### src/rtl/stair_gate_pkg.sv
package stair_gate_pkg;

  localparam int PHASE_W    = 16;
  localparam int ANGLE_W    = 14;
  localparam int NUM_ANGLES = 11;
  localparam int NUM_SETS   = 6;
  localparam int SEL_W      = 3;

  // angle-set generator constants (units of 1/2^ANGLE_W quarter period)
  localparam int BASE0    = 1200;
  localparam int BASE_DEC = 240;
  localparam int STEP0    = 1600;
  localparam int STEP_DEC = 40;

  typedef struct packed {
    logic advance;   // phase moves on this edge
    logic mirror;    // odd quadrant: time-mirrored fold
    logic negative;  // second half-cycle
  } seqStrobe_t;

  function automatic int angleOf(input int setNum, input int stepNum, input int quarter);
    int v;
    v = (BASE0 - BASE_DEC * setNum) + (stepNum - 1) * (STEP0 - STEP_DEC * setNum);
    if (v > quarter) v = quarter;
    if (v < 0) v = 0;
    return v;
  endfunction

endpackage

### src/rtl/stair_gate_ctrl.sv
module stair_gate_ctrl
  import stair_gate_pkg::*;
#(
  parameter int PHASE_BITS = PHASE_W,
  parameter int ANGLE_BITS = ANGLE_W,
  parameter int SETS       = NUM_SETS,
  parameter int SEL_BITS   = SEL_W
) (
  input  logic                  clk,
  input  logic                  rst,
  input  logic                  en,
  input  logic [PHASE_BITS-1:0] phaseIncr,
  input  logic [SEL_BITS-1:0]   idxSel,
  output seqStrobe_t            strobe,
  output logic [ANGLE_BITS-1:0] lowPhase,
  output logic [SEL_BITS-1:0]   setIdx
);

  localparam logic [SEL_BITS-1:0] LAST_SET = SEL_BITS'(SETS - 1);

  logic [PHASE_BITS-1:0] phaseQ;
  logic [PHASE_BITS:0]   sumFull;
  logic                  wrapNow;
  logic                  runningQ;
  logic [SEL_BITS-1:0]   setIdxQ;
  logic [SEL_BITS-1:0]   selClamped;

  assign sumFull    = {1'b0, phaseQ} + {1'b0, phaseIncr};
  assign wrapNow    = en & sumFull[PHASE_BITS];
  assign selClamped = (idxSel > LAST_SET) ? LAST_SET : idxSel;

  always_ff @(posedge clk) begin
    if (rst) begin
      phaseQ   <= '0;
      runningQ <= 1'b0;
      setIdxQ  <= '0;
    end else begin
      if (en) begin
        phaseQ   <= sumFull[PHASE_BITS-1:0];
        runningQ <= 1'b1;
      end
      if (!runningQ || wrapNow) setIdxQ <= selClamped;
    end
  end

  assign strobe.advance  = en;
  assign strobe.negative = phaseQ[PHASE_BITS-1];
  assign strobe.mirror   = phaseQ[PHASE_BITS-2];
  assign lowPhase        = phaseQ[ANGLE_BITS-1:0];
  assign setIdx          = setIdxQ;


  phase_hold_chk: assert property (@(posedge clk) disable iff (rst)
    !en |=> $stable(phaseQ));


  set_hold_chk: assert property (@(posedge clk) disable iff (rst)
    (runningQ && !wrapNow) |=> $stable(setIdxQ));


  set_range_chk: assert property (@(posedge clk) disable iff (rst)
    setIdxQ <= LAST_SET);

endmodule

### src/rtl/stair_gate_dp.sv
module stair_gate_dp
  import stair_gate_pkg::*;
#(
  parameter int ANGLE_BITS = ANGLE_W,
  parameter int ANGLES     = NUM_ANGLES,
  parameter int SETS       = NUM_SETS,
  parameter int SEL_BITS   = SEL_W,
  localparam int NUM_SW    = 4 * ANGLES,
  localparam int LVL_W     = $clog2(ANGLES + 1)
) (
  input  logic                  clk,
  input  logic                  rst,
  input  seqStrobe_t            strobe,
  input  logic [ANGLE_BITS-1:0] lowPhase,
  input  logic [SEL_BITS-1:0]   setIdx,
  output logic [NUM_SW-1:0]     gateOut,
  output logic                  negHalf,
  output logic [LVL_W-1:0]      levelOut,
  output logic                  levelStep
);

  localparam int AW      = ANGLE_BITS + 1;
  localparam int QUARTER = 1 << ANGLE_BITS;
  localparam int WIN     = 2 * ANGLES;
  localparam logic [NUM_SW-1:0] RESET_GATE = {{ANGLES{1'b0}}, {WIN{1'b1}}, {ANGLES{1'b0}}};

  logic [AW-1:0]         angleTbl [SETS][ANGLES];
  logic [ANGLE_BITS-1:0] folded;
  logic [LVL_W-1:0]      levelNext;
  logic [NUM_SW-1:0]     gateNext;

  logic [NUM_SW-1:0]     gateQ;
  logic                  negHalfQ;
  logic [LVL_W-1:0]      levelQ;
  logic                  stepQ;

  // angle table, one constant per set and step
  for (genvar s = 0; s < SETS; s++) begin : g_set
    for (genvar k = 0; k < ANGLES; k++) begin : g_ang
      localparam int AV = angleOf(s, k + 1, QUARTER);
      assign angleTbl[s][k] = AW'(AV);
    end
  end

  // quarter-wave fold: odd quadrants run backwards in time
  assign folded = strobe.mirror ? ~lowPhase : lowPhase;

  always_comb begin
    levelNext = '0;
    for (int k = 0; k < ANGLES; k++) begin
      if (angleTbl[setIdx][k] <= {1'b0, folded}) levelNext = levelNext + 1'b1;
    end
  end

  // sliding conduction window
  for (genvar j = 0; j < NUM_SW; j++) begin : g_win
    localparam int LO = ANGLES - j;
    localparam int HI = 3 * ANGLES - 1 - j;
    assign gateNext[j] = (int'(levelNext) >= LO) && (int'(levelNext) <= HI);
  end

  always_ff @(posedge clk) begin
    if (rst) begin
      gateQ    <= RESET_GATE;
      negHalfQ <= 1'b0;
      levelQ   <= '0;
      stepQ    <= 1'b0;
    end else if (strobe.advance) begin
      gateQ    <= gateNext;
      negHalfQ <= strobe.negative;
      levelQ   <= levelNext;
      stepQ    <= (levelNext != levelQ);
    end else begin
      stepQ    <= 1'b0;
    end
  end

  assign gateOut   = gateQ;
  assign negHalf   = negHalfQ;
  assign levelOut  = levelQ;
  assign levelStep = stepQ;


  window_count_chk: assert property (@(posedge clk) disable iff (rst)
    $countones(gateQ) == WIN);


  level_range_chk: assert property (@(posedge clk) disable iff (rst)
    levelQ <= LVL_W'(ANGLES));


  single_step_chk: assert property (@(posedge clk) disable iff (rst)
    (levelQ == $past(levelQ) + 1'b1) |-> ($countones(gateQ ^ $past(gateQ)) == 2));


  hold_out_chk: assert property (@(posedge clk) disable iff (rst)
    !strobe.advance |=> ($stable(gateQ) && $stable(negHalfQ) && !stepQ));

endmodule

### src/rtl/stair_gate_seq.sv
module stair_gate_seq
  import stair_gate_pkg::*;
(
  input  logic                      clk,
  input  logic                      rst,
  input  logic                      en,
  input  logic [PHASE_W-1:0]        phaseIncr,
  input  logic [SEL_W-1:0]          idxSel,
  output logic [4*NUM_ANGLES-1:0]   gateOut,
  output logic                      negHalf,
  output logic [$clog2(NUM_ANGLES+1)-1:0] levelOut,
  output logic                      levelStep
);

  seqStrobe_t          strobe;
  logic [ANGLE_W-1:0]  lowPhase;
  logic [SEL_W-1:0]    setIdx;

  stair_gate_ctrl #(
    .PHASE_BITS(PHASE_W), .ANGLE_BITS(ANGLE_W), .SETS(NUM_SETS), .SEL_BITS(SEL_W)
  ) u_ctrl (
    .clk(clk), .rst(rst), .en(en), .phaseIncr(phaseIncr), .idxSel(idxSel),
    .strobe(strobe), .lowPhase(lowPhase), .setIdx(setIdx)
  );

  stair_gate_dp #(
    .ANGLE_BITS(ANGLE_W), .ANGLES(NUM_ANGLES), .SETS(NUM_SETS), .SEL_BITS(SEL_W)
  ) u_dp (
    .clk(clk), .rst(rst), .strobe(strobe), .lowPhase(lowPhase), .setIdx(setIdx),
    .gateOut(gateOut), .negHalf(negHalf), .levelOut(levelOut), .levelStep(levelStep)
  );

endmodule

### config.mk
export PLATFORM = sky130hd
export DESIGN_NAME = stair_gate_seq
export DESIGN_NICKNAME = d
export VERILOG_FILES = /design/src/rtl/stair_gate_pkg.sv /design/src/rtl/stair_gate_ctrl.sv /design/src/rtl/stair_gate_dp.sv /design/src/rtl/stair_gate_seq.sv
export SDC_FILE = /design/constraint.sdc
export NUM_CORES = 1
export LEC_CHECK = 0
export BUFFER_PORTS_ARGS = -buffer_cell sky130_fd_sc_hd__buf_2
export CORE_MARGIN = 3
export CORE_UTILIZATION = 40
export DETAILED_ROUTE_END_ITERATION = 8
export PLACE_DENSITY_LB_ADDON = 0.15
export SLEW_MARGIN = 20
export SYNTH_ARGS = -nofsm -noshare
export SYNTH_HDL_FRONTEND = slang
export SYNTH_HIERARCHICAL = 1
export SYNTH_SLANG_ARGS = --single-unit
### constraint.sdc
create_clock -name clk -period 9.4 [get_ports clk]
set_clock_uncertainty 0.05 [all_clocks]
set_input_delay 1.88 -clock clk [delete_from_list [all_inputs] [get_ports clk]]
set_output_delay 1.88 -clock clk [all_outputs]
set_load 0.03 [all_outputs]
# ---- Word-level counts from Yosys, hierarchy flattened
# Memory sizes are Yosys's and may differ from the RTL's.
# Cells that the tools add are included.
dict set report word_totals {
  ff_bits 52
  mem_bits_ro 1320
  inputBits 22
  out_inout_bits 50
  wordCells 81
  memories 1
}
# name words width rd rd_clocked_by_memory_dff write_ports line
set memory_table {}
lappend memory_table {{(no name shown)} 8 165 1 0 0 stair_gate_dp.sv:51} ;# if (angleTbl[setIdx][k] <= {1'b0, folded}) levelNext = levelNext + 1'b1;
dict set report classes {
  addsub 11
  order_cmp 39
  n_eq_ne 1
  muxes 15
  n_bitwise 4
  n_reduce_logical 3
}
# cell n
set ops {}
lappend ops {{$mux W165} 2}
lappend ops {{$le A15 B14 Y1} 11}
lappend ops {{$mux W4} 10}
lappend ops {{$add A4 B1 Y4 const B} 9}
lappend ops {{$le A4 B4 Y1 const B} 7}
lappend ops {{$ge A4 B4 Y1 const B} 5}
lappend ops {{$add A16 B16 Y17} 1}
lappend ops {{$ge A4 B3 Y1 const B} 4}
lappend ops {{$le A4 B3 Y1 const B} 4}
lappend ops {{$mux W14} 1}
lappend ops {{$not A14 Y14} 1}
lappend ops {{$ge A4 B2 Y1 const B} 2}
lappend ops {{$le A4 B1 Y1 const B} 2}
lappend ops {{$le A4 B2 Y1 const B} 2}
lappend ops {{$ge A4 B1 Y1 const B} 1}
lappend ops {{$ne A4 B4 Y1} 1}
lappend ops {{$not A3 Y4} 1}
lappend ops {{$gt A3 B3 Y1 const B} 1}
lappend ops {{$mux W3} 1}
lappend ops {{$add A1 B1 Y2 const B} 1}
lappend ops {{$reduce_or A2 Y1} 1}
lappend ops {{$and A1 B1 Y1} 1}
lappend ops {{$logic_not A1 Y1} 1}
lappend ops {{$logic_or A1 B1 Y1} 1}
lappend ops {{other kinds (2)} 2}

# ---- Longest topological paths before layout
# Gate-level depths: netlist of the first run.
dict set report logic_depth {
  word_depth 27
  mapped_depth 46
  depth_no_buf 43
}

# ---- Modules after synthesis
# Netlist of the first run, hierarchy kept.
# mod n_inst cells_per_inst area_per_inst_um2 seq_area_each_um2
set by_module_without_submodules {}
lappend by_module_without_submodules {stair_gate_dp 1 638 5157.4 640.6}
lappend by_module_without_submodules {stair_gate_ctrl 1 191 1599.0 400.4}

# ---- Worst setup path before layout of the first run
# Ideal clock, no wire load.
dict set report synth_path {
  path_kind {register to register}
  startpoint {register u_ctrl.setIdxQ[0] (netlist: u_ctrl/setIdx[0])}
  endpoint {register u_dp.gateQ[26] (netlist: u_dp/gateOut[26])}
  setup_ns 0.123
  arrival_time_ns 7.909
  t_required_ns 9.227
  setup_slack_ns 1.319
  path_stages_with_launch 40
  path_buffers 1
  period_less_slack_ns 8.081
  cell_sequence {dfxtp_1 buf_6 clkinv_1 ha_1 nand2_1 inv_1 nor2_1 ha_1 a21oi_1 o21bai_1 a22oi_1 o2111a_1 o22ai_1 a21boi_0 o21ai_0 nand2b_1 o2111a_1 ha_1 [4 not listed] a21oi_1 ha_1 or2_2 nand4_1 o221ai_1 ha_1 nand2_1 o21ai_0 o21ba_2 xor2_1 mux2_2 ha_1 mux2i_1 o21ai_2 ha_1 mux2i_1 or3_1 a221o_2}
}
dict set report synth_between {
  elab_chain_len 27
  word_cells_on_any_way 37
  classes_between {10 x add/sub; 12 x order compare; 13 x mux; 1 x bitwise; 1 x memory}
}
# item line
set synth_rtl {}
lappend synth_rtl {{start: declaration} stair_gate_ctrl.sv:25} ;# logic [SEL_BITS-1:0] setIdxQ;
lappend synth_rtl {{start signal: assignment} stair_gate_ctrl.sv:42} ;# if (!runningQ || wrapNow) setIdxQ <= selClamped;
lappend synth_rtl {{$not A3 Y4 (not written as such) *} stair_gate_dp.sv:51}
lappend synth_rtl {{$mem_v2 Z8 W165 *} n/a}
lappend synth_rtl {{$mux W165 (not written as such) * (2 in a row)} stair_gate_dp.sv:51}
lappend synth_rtl {{$le A15 B14 Y1} stair_gate_dp.sv:51}
lappend synth_rtl {{$mux W1} stair_gate_dp.sv:51}
lappend synth_rtl {{$add A1 B1 Y2} stair_gate_dp.sv:51}
lappend synth_rtl {{$mux W4} stair_gate_dp.sv:51}
lappend synth_rtl {{$add A4 B1 Y4} stair_gate_dp.sv:51}
lappend synth_rtl {{[10 not listed]} n/a}
lappend synth_rtl {{$mux W4} stair_gate_dp.sv:51}
lappend synth_rtl {{$add A4 B1 Y4} stair_gate_dp.sv:51}
lappend synth_rtl {{$mux W4} stair_gate_dp.sv:51}
lappend synth_rtl {{$add A4 B1 Y4} stair_gate_dp.sv:51}
lappend synth_rtl {{$mux W4} stair_gate_dp.sv:51}
lappend synth_rtl {{$add A4 B1 Y4} stair_gate_dp.sv:51}
lappend synth_rtl {{$mux W4 *} stair_gate_dp.sv:51}
lappend synth_rtl {{$le A4 B3 Y1 *} stair_gate_dp.sv:59} ;# assign gateNext[j] = (int'(levelNext) >= LO) && (int'(levelNext) <= HI);
lappend synth_rtl {{end signal: assignment} stair_gate_dp.sv:69} ;# gateQ <= gateNext;
lappend synth_rtl {{end: declaration} stair_gate_dp.sv:32} ;# logic [NUM_SW-1:0] gateQ;
# Every way passes the cells marked *; elsewhere a longest branch is shown, timed or not. The select of a mux whose other input is x is not followed.
# A chain may end at the register's enable or synchronous reset.

# ---- Worst setup path after layout of the first run
dict set report layout_path {
  startpoint {register u_ctrl.phaseQ[14]}
  endpoint {register u_dp.gateQ[26] (netlist: u_dp/gateOut[26])}
}
dict set report layout_between {
  elab_chain_len 24
  word_cells_on_any_way 34
  classes_between {10 x add/sub; 12 x order compare; 12 x mux}
}
# item line
set layout_rtl {}
lappend layout_rtl {{start: declaration} stair_gate_ctrl.sv:21} ;# logic [PHASE_BITS-1:0] phaseQ;
lappend layout_rtl {{start signal: assignment} stair_gate_ctrl.sv:39} ;# phaseQ <= sumFull[PHASE_BITS-1:0];
lappend layout_rtl {{$mux W14 *} stair_gate_dp.sv:46} ;# assign folded = strobe.mirror ? ~lowPhase : lowPhase;
lappend layout_rtl {{$le A15 B14 Y1} stair_gate_dp.sv:51}
lappend layout_rtl {{$mux W1} stair_gate_dp.sv:51}
lappend layout_rtl {{$add A1 B1 Y2} stair_gate_dp.sv:51}
lappend layout_rtl {{$mux W4} stair_gate_dp.sv:51}
lappend layout_rtl {{$add A4 B1 Y4} stair_gate_dp.sv:51}
lappend layout_rtl {{$mux W4} stair_gate_dp.sv:51}
lappend layout_rtl {{$add A4 B1 Y4} stair_gate_dp.sv:51}
lappend layout_rtl {{[8 not listed]} n/a}
lappend layout_rtl {{$mux W4} stair_gate_dp.sv:51}
lappend layout_rtl {{$add A4 B1 Y4} stair_gate_dp.sv:51}
lappend layout_rtl {{$mux W4} stair_gate_dp.sv:51}
lappend layout_rtl {{$add A4 B1 Y4} stair_gate_dp.sv:51}
lappend layout_rtl {{$mux W4} stair_gate_dp.sv:51}
lappend layout_rtl {{$add A4 B1 Y4} stair_gate_dp.sv:51}
lappend layout_rtl {{$mux W4 *} stair_gate_dp.sv:51}
lappend layout_rtl {{$le A4 B3 Y1 *} stair_gate_dp.sv:59}
# Every way passes the cells marked *; elsewhere a longest branch is shown, timed or not.

==> summary.txt, run 1 <==
outcome = finished, final reports clean
Final setup viols = 0
setup_tns = 0 ps
clk slew on worst S/H paths = 70 ps
total setup buffers inserted after CTS = 0
Primary FF master, synth = dfxtp_1
Avg WL per Cell = 18.0 um
fin crit period = 8520 ps
Slew Limit Fails = 0
Worst Path Required = 9530 ps
global-route usage over all layers = 21.0%
reg2reg setup slack = 880 ps
WHS Path Cells = 2
die height = 136 um
Fmax = 0.117 GHz
Critical Path AT = 8640 ps
fin nets = 992
GP Congestion = 0.888
CP max stage delay = 770 ps
CTS Sinks = 52
Crit. End Element = flip-flop
Port Buffers = 53
RSZ-0062 raised after global routing = false
R2R cell count = 31
starting DRC count in detailed routing = 466
Setup crit start = u_ctrl/phaseQ[14]$_SDFFE_PP0P_
Syn Inst Count = 829
Clock Tree Root = clkbuf_16
final WL = 19.5 mm
layout cells sized above 1 = 14.6%
area occupied by multi-input gates = 5260 um^2
Die ar. = 18500 um^2
core area = 16200 um^2
cell mode on critical path = ha_1
DR DRC count = 0
placed insts = 1078
largest net degree at the start of global routing = 48
Yosys top cell by area = ha_1
CTS-repair resized insts = 0
PD cells = 426 nW/um^2
CP Depth = 31
CTS tree = built
crit path to = u_dp/gateOut[26]$_SDFFE_PP1P_
share of the synthesized area in the top cell type = 18.5%
Critical Path Start Type = flip-flop
# rows = 46
DR vias = 6269
Crit Path Class = reg -> reg
LEAKAGE = 3.11 nW
max_slew headroom = 44.2%
vias in the first global route = 5881
Critical Path Fanout Max = 27
r2r startpoint = u_ctrl/phaseQ[14]$_SDFFE_PP0P_
CTS buffer count = 5
peak supply drop = 0.000263 V
Hold/Removal Path Class = reg -> reg
R2R Path End = u_dp/gateOut[26]$_SDFFE_PP1P_
fin cells = 1086
EDFF count, synth = 0
vias per cell = 5.77
Post-Place Setup Slack = 930 ps
Slowest cell on crit path = dfxtp_1
maximum root-to-sink buffer count = 2
n_diodes = 0
gr ovfl total = 0
commonest non-fill, non-tap cell in the layout = ha_1
Post-Syn Area = 6760 um^2
fillcell total = 1690
Hold-fix buffers, CTS = 0
Final Hold Viols = 0
max-cap violation count = 0
FFs w/ async S/R, synth = 0%
CP delay by family, top = adder cells
mean post-synth cell area = 8.15 um^2
overall power = 3.09 mW
Buffers & Inverters on Critical Path = 2
Routed Antenna Nets = 0
clk_lat worst skew = 290 ps
first-pass GRT wire length = 31.3 mm
setup ws final = 884 ps
register area share after synthesis = 15.4%
Distinct cells, synth = 100
top cells by area, synth = ha_1 (19%), dfxtp_1 (15%), xnor2_1 (4.9%), a21oi_1 (4.7%), nor2_1 (4.1%)
Seq cells post-synth = 52
Period Utilization, post-route = 90.6%
most frequent cells in the layout = ha_1 (100), nor2_1 (73), a21oi_1 (63)
total number of yosys warnings = 6
H-tree Lvls = 2
Starting Density = 41.6%
chip width = 136 um
area delta synth->final = 7.17%
hpwl dp = 15.2 mm
Least-Margin Pin Slew = 832 ps
drt first pass iters = 5
initial antenna violation count = 0
I/O pin count = 72
Reg area = 1040 um^2
worst reg2reg max path: cells and delay by family, from the launching register on:
kind / cells / cell delay (ps)
fa+ha+maj: 7 / 2280
xor+xnor: 5 / 1110
flops: 1 / 770
simple gates: 7 / 1570
compound gates: 7 / 1390
buf+inv: 2 / 610
mux: 3 / 610
power breakdown:
group          internal, mW  leakage (nW)  switching (mW)
Sequential            0.278         0.429          0.0529
Combinational          1.04          2.61            1.53
Clock                0.0994        0.0671          0.0840
Total                  1.42          3.11            1.67
cells by family after synthesis:
group           share of synthesized area, %
buf+inv                                 7.69
simple gates                            21.0
flops                                   15.4
mux                                     2.28
compound gates                          25.2
xor+xnor                                9.07
other cells                            0.111
fa+ha+maj                               19.3
layout make-up:
cell class,count,share of cell area [%]
well taps,216,3.73
clock inverters,2,0.225
inverters,40,2.07
flip-flops and latches,52,14.4
repair buffers,68,5.22
clock buffers,6,1.78
multi-input cells,702,72.6
metrics by stage:
step	cell area, um^2	util [%]	hold WS (ps)
3_3_place_gp	7100	43.7	389
5_1_grt	7240	44.6	438
3_5_place_dp	7100	43.7	392
2_1_floorplan	6820	-	407
6_report	7240	44.6	414
4_1_cts	7240	44.6	410
routing by layer:
layer	part of all wire [%]	track usage [%]	up-vias
met5	0	0	-
met4	1.7	5.43	0
met3	4.6	1.74	27
met2	44	32.8	180
met1	49	31.2	2927
li1	-	-	3135
cell usage after synthesis (5+ instances only):
library cell and n:
a21boi_0 5, buf_2 7, a21o_1 11, a21oi_1 63
and2_1 5, and3_1 12, buf_6 6, a211oi_1 19
o21bai_1 7, dfxtp_1 52, a221oi_1 5, nand4_1 10
xor2_1 17, mux2i_1 12, nand3_1 23, xnor2_1 38
clkbuf_1 12, a221o_2 8, nor2_1 73, inv_1 36
a211o_1 5, nand2b_1 13, nand4b_1 7, buf_4 20
or2_2 6, ha_1 100, nor2b_1 7, o211ai_1 9
nor3_1 17, o21a_1 5, nand2_1 51, o21ai_0 35
flip-flops by register name (all words and copies together) (netlist names):
register,cells
u_ctrl/phaseQ,16
u_ctrl/runningQ,1
u_ctrl/setIdx,3
u_dp/gateOut,26
u_dp/levelOut,4
u_dp/levelStep,1
u_dp/negHalf,1
worst min-delay path by stage:
stage                                   start                        endpoint
3_3_place_gp     u_dp/gateOut[1]$_SDFFE_PP0P_    u_dp/gateOut[1]$_SDFFE_PP0P_
5_1_grt          u_dp/gateOut[2]$_SDFFE_PP0P_    u_dp/gateOut[2]$_SDFFE_PP0P_
3_5_place_dp     u_dp/gateOut[1]$_SDFFE_PP0P_    u_dp/gateOut[1]$_SDFFE_PP0P_
4_1_cts          u_dp/gateOut[1]$_SDFFE_PP0P_    u_dp/gateOut[1]$_SDFFE_PP0P_
2_1_floorplan  u_ctrl/phaseQ[13]$_SDFFE_PP0P_  u_ctrl/phaseQ[13]$_SDFFE_PP0P_
6_report         u_dp/gateOut[1]$_SDFFE_PP0P_    u_dp/gateOut[1]$_SDFFE_PP0P_
Note: power is estimated with default switching activity, not from simulation.
==> run 2: changes to the inputs <==
--- a/config.mk
+++ b/config.mk
@@ -10,6 +10,7 @@
 export CORE_UTILIZATION = 40
 export DETAILED_ROUTE_END_ITERATION = 8
 export PLACE_DENSITY_LB_ADDON = 0.15
+export REMOVE_ABC_BUFFERS = 1
 export SLEW_MARGIN = 20
 export SYNTH_ARGS = -nofsm -noshare
 export SYNTH_HDL_FRONTEND = slang
==> run 2 against run 1 <==
Compared with the run above:
- design area grew 0.22%
- register-to-register slack gained 70 ps
- via count shrank 0.30%
- critical path type unchanged
- critical endpoint is now u_dp/gateOut[22]$_SDFFE_PP1P_
- largest cell class unchanged
==> summary.txt, run 2 (same netlist as run 1, synthesis figures left out) <==
gr ovfl total = 0 (unchanged)
n_diodes = 0 (unchanged)
Avg WL per Cell = 17.5 um (-2.7%)
Critical Path AT = 8570 ps (-70 ps)
CTS Sinks = 52 (unchanged)
GP Congestion = 0.958 (+7.8%)
reg2reg setup slack = 950 ps (+70 ps)
layout cells sized above 1 = 14.8% (+0.23 points)
Slowest cell on crit path = dfxtp_1
Final Util = 44.7% (+0.10 points)
CP max stage delay = 710 ps (-60 ps)
starting DRC count in detailed routing = 357 (-23%)
Hold-fix buffers, CTS = 0 (unchanged)
Least-Margin Pin Slew = 1080 ps (+253 ps)
area delta synth->final = 7.41%
Critical Path Fanout Max = 28 (+3.7%)
clk_lat worst skew = 300 ps (about the same)
RSZ-0062 raised after global routing = false
fillcell total = 1694 (+0.24%)
DR DRC count = 0 (unchanged)
Worst Path Required = 9520 ps (about the same)
Buffers & Inverters on Critical Path = 4 (+2)
initial antenna violation count = 0 (unchanged)
Fmax = 0.118 GHz (+0.78%)
CTS tree = built
Starting Density = 41.6% (unchanged)
Port Buffers = 53 (unchanged)
Clock Tree Root = clkbuf_16
commonest non-fill, non-tap cell in the layout = ha_1
Final setup viols = 0 (unchanged)
drt first pass iters = 5 (unchanged)
CP Depth = 37 (+19%)
CTS buffer count = 5 (unchanged)
DR vias = 6250 (-0.30%)
final WL = 19.0 mm (-2.7%)
r2r startpoint = u_ctrl/phaseQ[14]$_SDFFE_PP0P_
crit path to = u_dp/gateOut[22]$_SDFFE_PP1P_
I/O pin count = 72 (unchanged)
clk slew on worst S/H paths = 80 ps (about the same)
fin crit period = 8450 ps (-65.6 ps)
Die ar. = 18500 um^2 (unchanged)
global-route usage over all layers = 20.3% (-0.76 points)
outcome = finished, final reports clean
Crit. End Element = flip-flop
Final Hold Viols = 0 (unchanged)
hpwl dp = 14.6 mm (-4.1%)
Setup crit start = u_ctrl/phaseQ[14]$_SDFFE_PP0P_
core area = 16200 um^2 (unchanged)
die height = 136 um (unchanged)
R2R Path End = u_dp/gateOut[22]$_SDFFE_PP1P_
max-cap violation count = 0 (unchanged)
fin nets = 992 (unchanged)
Crit Path Class = reg -> reg
H-tree Lvls = 2 (unchanged)
# rows = 46 (unchanged)
Hold/Removal Path Class = reg -> reg
most frequent cells in the layout = ha_1 (100), nor2_1 (73), a21oi_1 (63)
largest net degree at the start of global routing = 48 (unchanged)
setup_tns = 0 ps (unchanged)
max_slew headroom = 27.2% (-17 points)
Routed Antenna Nets = 0 (unchanged)
maximum root-to-sink buffer count = 2 (unchanged)
cell mode on critical path = ha_1
vias per cell = 5.76 (-0.30%)
vias in the first global route = 5765 (-2.0%)
Slew Limit Fails = 0 (unchanged)
number of flip-flops under the largest register name = 26 (unchanged)
R2R cell count = 37 (+19%)
Period Utilization, post-route = 89.9% (-0.70 points)
Critical Path Start Type = flip-flop
first-pass GRT wire length = 30.4 mm (-2.9%)
chip width = 136 um (unchanged)
worst hold margin = 412 ps (-1.75 ps)
CP delay by family, top = adder cells
==> run 2: timing repair <==
item,4_1_cts,5_1_grt
resized for setup,0,1
setup buffers,0,0
endpoints found under the setup margin,0,3
==> run 2: final cells by class <==
type	count	area (um^2)	area share (%)
multi-input cells	702	5260	72.5
repair buffers	68	378	5.21
clock inverters	3	28.8	0.397
clock buffers	5	125	1.72
flip-flops and latches	52	1040	14.3
well taps	216	270	3.72
inverters	40	150	2.07
==> run 2: worst min path at each step <==
stage                                   start                        endpoint  slack (ps)  cells past startpoint
2_1_floorplan  u_ctrl/phaseQ[15]$_SDFFE_PP0P_  u_ctrl/phaseQ[15]$_SDFFE_PP0P_         420                      1
3_3_place_gp     u_dp/gateOut[1]$_SDFFE_PP0P_    u_dp/gateOut[1]$_SDFFE_PP0P_         390                      2
3_5_place_dp     u_dp/gateOut[2]$_SDFFE_PP0P_    u_dp/gateOut[2]$_SDFFE_PP0P_         400                      2
4_1_cts          u_dp/gateOut[3]$_SDFFE_PP0P_    u_dp/gateOut[3]$_SDFFE_PP0P_         420                      2
5_1_grt          u_dp/gateOut[3]$_SDFFE_PP0P_    u_dp/gateOut[3]$_SDFFE_PP0P_         430                      2
6_report        u_dp/gateOut[24]$_SDFFE_PP1P_   u_dp/gateOut[24]$_SDFFE_PP1P_         410                      1
==> run 2: through the flow <==
stage | cell area [um^2] | setup WS, ps | instances
floorplan | 6450 | 1060 | 794
global placement | 7100 | 950 | 1078
detailed placement | 7100 | 847 | 1078
CTS | 7250 | 841 | 1086
global route | 7260 | 93.8 | 1086
finish | 7260 | 950 | 1086
==> run 2: layer usage <==
metal,global-route usage (%),vias up,part of all wire [%]
met1,29.4,2929,49
met2,31.5,175,43
li1,-,3118,-
met4,5.99,0,2.2
met3,2.44,28,5.6
met5,0,-,0
==> run 2: worst reg2reg max path, delay by kind of cell, from the launching register on <==
family	cells	cell delay, ps
muxes	3	760
xor gates and xnor gates	6	1310
DFF	1	710
AOI/OAI and AO/OA	10	1470
and+or+nand+nor	8	1330
adders and majority gates	6	1860
buffers and inverters	4	790
Power of run 2 is left out: the tool's default activity adds up to more than one toggle a clock period on the data nets, which glitch-free logic cannot reach.
==> run 3: changes to the inputs <==
==> constraint.sdc (replaced) <==
create_clock -name clk -period 8.05 [get_ports clk]
set_clock_uncertainty 0.05 [all_clocks]
set_input_delay 1.61 -clock clk [delete_from_list [all_inputs] [get_ports clk]]
set_output_delay 1.61 -clock clk [all_outputs]
set_load 0.03 [all_outputs]
==> run 3 against run 2 <==
Compared with the run above:
- non-clock buffer count rose by 27
- utilization rose by 2.2 points
- design area rose by 5.0%
- wire length rose by 3.0%
- clock-buffer cell count did not move
- sequential share of layout area fell by 0.66 points
- fmax rose by 11%
- first-iteration DRC count rose by 21%
- via count rose by 2.0%
- worst setup slack got worse by 530 ps
- hold slack improved by 6.3 ps
- critical path type unchanged
==> summary.txt, run 3 (same netlist as run 1, synthesis figures left out) <==
CP max stage delay = 580 ps (-130 ps)
fin crit period = 7630 ps (-825 ps)
Avg WL per Cell = 17.6 um (+0.47%)
fillcell total = 1660 (-2.0%)
clk_lat worst skew = 300 ps (about the same)
fin nets = 1019 (+2.7%)
# rows = 46 (unchanged)
Hold/Removal Path Class = reg -> reg
Slowest cell on crit path = or4_4
CTS tree = built
Clock Tree Root = clkbuf_16
outcome = finished, final reports clean
placed insts = 1103 (+2.3%)
Hold-fix buffers, CTS = 0 (unchanged)
most frequent cells in the layout = ha_1 (96), nor2_1 (72), a21oi_1 (59)
Worst Path Required = 8180 ps (-1340 ps)
layout cells sized above 1 = 20.4% (+5.6 points)
commonest non-fill, non-tap cell in the layout = ha_1
area delta synth->final = 12.8%
core area = 16200 um^2 (unchanged)
vias in the first global route = 5955 (+3.3%)
die height = 136 um (unchanged)
initial antenna violation count = 0 (unchanged)
Crit. End Element = flip-flop
Die ar. = 18500 um^2 (unchanged)
max_slew headroom = 33.5% (+6.3 points)
number of flip-flops under the largest register name = 26 (unchanged)
Critical Path Start Type = flip-flop
gr ovfl total = 0 (unchanged)
Critical Path Fanout Max = 8 (-71%)
global-route usage over all layers = 20.9% (+0.68 points)
clk slew on worst S/H paths = 70 ps (about the same)
Final Hold Viols = 0 (unchanged)
starting DRC count in detailed routing = 431 (+21%)
Slew Limit Fails = 0 (unchanged)
Setup crit start = u_ctrl/phaseQ[1]$_SDFFE_PP0P_
chip width = 136 um (unchanged)
final WL = 19.5 mm (+3.0%)
Critical Path AT = 7760 ps (-810 ps)
fin cells = 1113 (+2.5%)
n_diodes = 0 (unchanged)
maximum root-to-sink buffer count = 2 (unchanged)
Crit Path Class = reg -> reg
Period Utilization, post-route = 94.7% (+4.8 points)
I/O pin count = 72 (unchanged)
vias per cell = 5.73 (-0.46%)
area occupied by multi-input gates = 5410 um^2 (+2.8%)
cell mode on critical path = ha_1
first-pass GRT wire length = 31.3 mm (+3.1%)
Routed Antenna Nets = 0 (unchanged)
largest net degree at the start of global routing = 48 (unchanged)
Reg area = 1040 um^2 (+0.12%)
Port Buffers = 53 (unchanged)
GP Congestion = 0.911 (-4.9%)
r2r startpoint = u_ctrl/phaseQ[1]$_SDFFE_PP0P_
hpwl dp = 15.2 mm (+4.1%)
CTS Sinks = 52 (unchanged)
CTS buffer count = 5 (unchanged)
DR vias = 6376 (+2.0%)
max-cap violation count = 0 (unchanged)
min-delay src = u_dp/gateOut[3]$_SDFFE_PP0P_
Fmax = 0.131 GHz (+11%)
Final setup viols = 0 (unchanged)
Least-Margin Pin Slew = 989 ps (-94.9 ps)
drt first pass iters = 5 (unchanged)
DR DRC count = 0 (unchanged)
Starting Density = 41.6% (unchanged)
H-tree Lvls = 2 (unchanged)
-- run 3: cell type report --
| class | instances | share of cell area (%) |
|---|---|---|
| multi-input cells | 702 | 71.0 |
| flip-flops and latches | 52 | 13.7 |
| repair buffers | 95 | 7.83 |
| well taps | 216 | 3.55 |
| inverters | 40 | 1.97 |
| clock buffers | 5 | 1.64 |
| clock inverters | 3 | 0.296 |
-- run 3: metrics by stage --
| step | area [um^2] | utilization [%] | setup TNS [ps] | hold slack (ps) | setup slack (ps) |
|---|---|---|---|---|---|
| final | 7620 | 46.9 | 0 | 419 | 424 |
| after global routing | 7620 | 46.9 | -143 | 443 | -37.9 |
| after CTS | 7440 | 45.9 | 0 | 422 | 37.9 |
| after detailed placement | 7300 | 45.0 | 0 | 397 | 81.5 |
| after global placement | 7300 | 45.0 | 0 | 397 | 225 |
| after floorplan | 6450 | - | -2290 | 417 | -290 |
-- run 3: worst paths after layout --
| check | to | slack (ps) | depth (start not counted) |
|---|---|---|---|
| worst max-delay path | u_dp/gateOut[26]$_SDFFE_PP1P_ | 420 | 35 |
| worst min-delay path | u_dp/gateOut[3]$_SDFFE_PP0P_ | 420 | 2 |
| worst max register to register | u_dp/gateOut[26]$_SDFFE_PP1P_ | 420 | 35 |
| worst min register to register | u_dp/gateOut[3]$_SDFFE_PP0P_ | 420 | 2 |
-- run 3: what timing repair did --
action,CTS,global route
resized for setup,0,36
setup endpoints to repair,0,30
buffers inserted,0,2
-- run 3: per-layer routing --
metal | vias up | track usage (%) | routed length [um]
li1 | 3178 | - | -
met1 | 2977 | 30.6 | 9540
met2 | 188 | 32.4 | 8590
met3 | 33 | 2.11 | 889
met4 | 0 | 6.61 | 527
met5 | - | 0 | 0
-- run 3: critical path, delay by kind of cell (launching register included) --
family | cells | cell delay [ps]
DFF | 1 | 310
muxes | 2 | 430
adders and majority gates | 5 | 1360
buffers and inverters | 2 | 290
AOI/OAI and AO/OA | 15 | 2520
and+or+nand+nor | 7 | 1650
xor gates and xnor gates | 4 | 910
Power of run 3 is left out for the same reason.
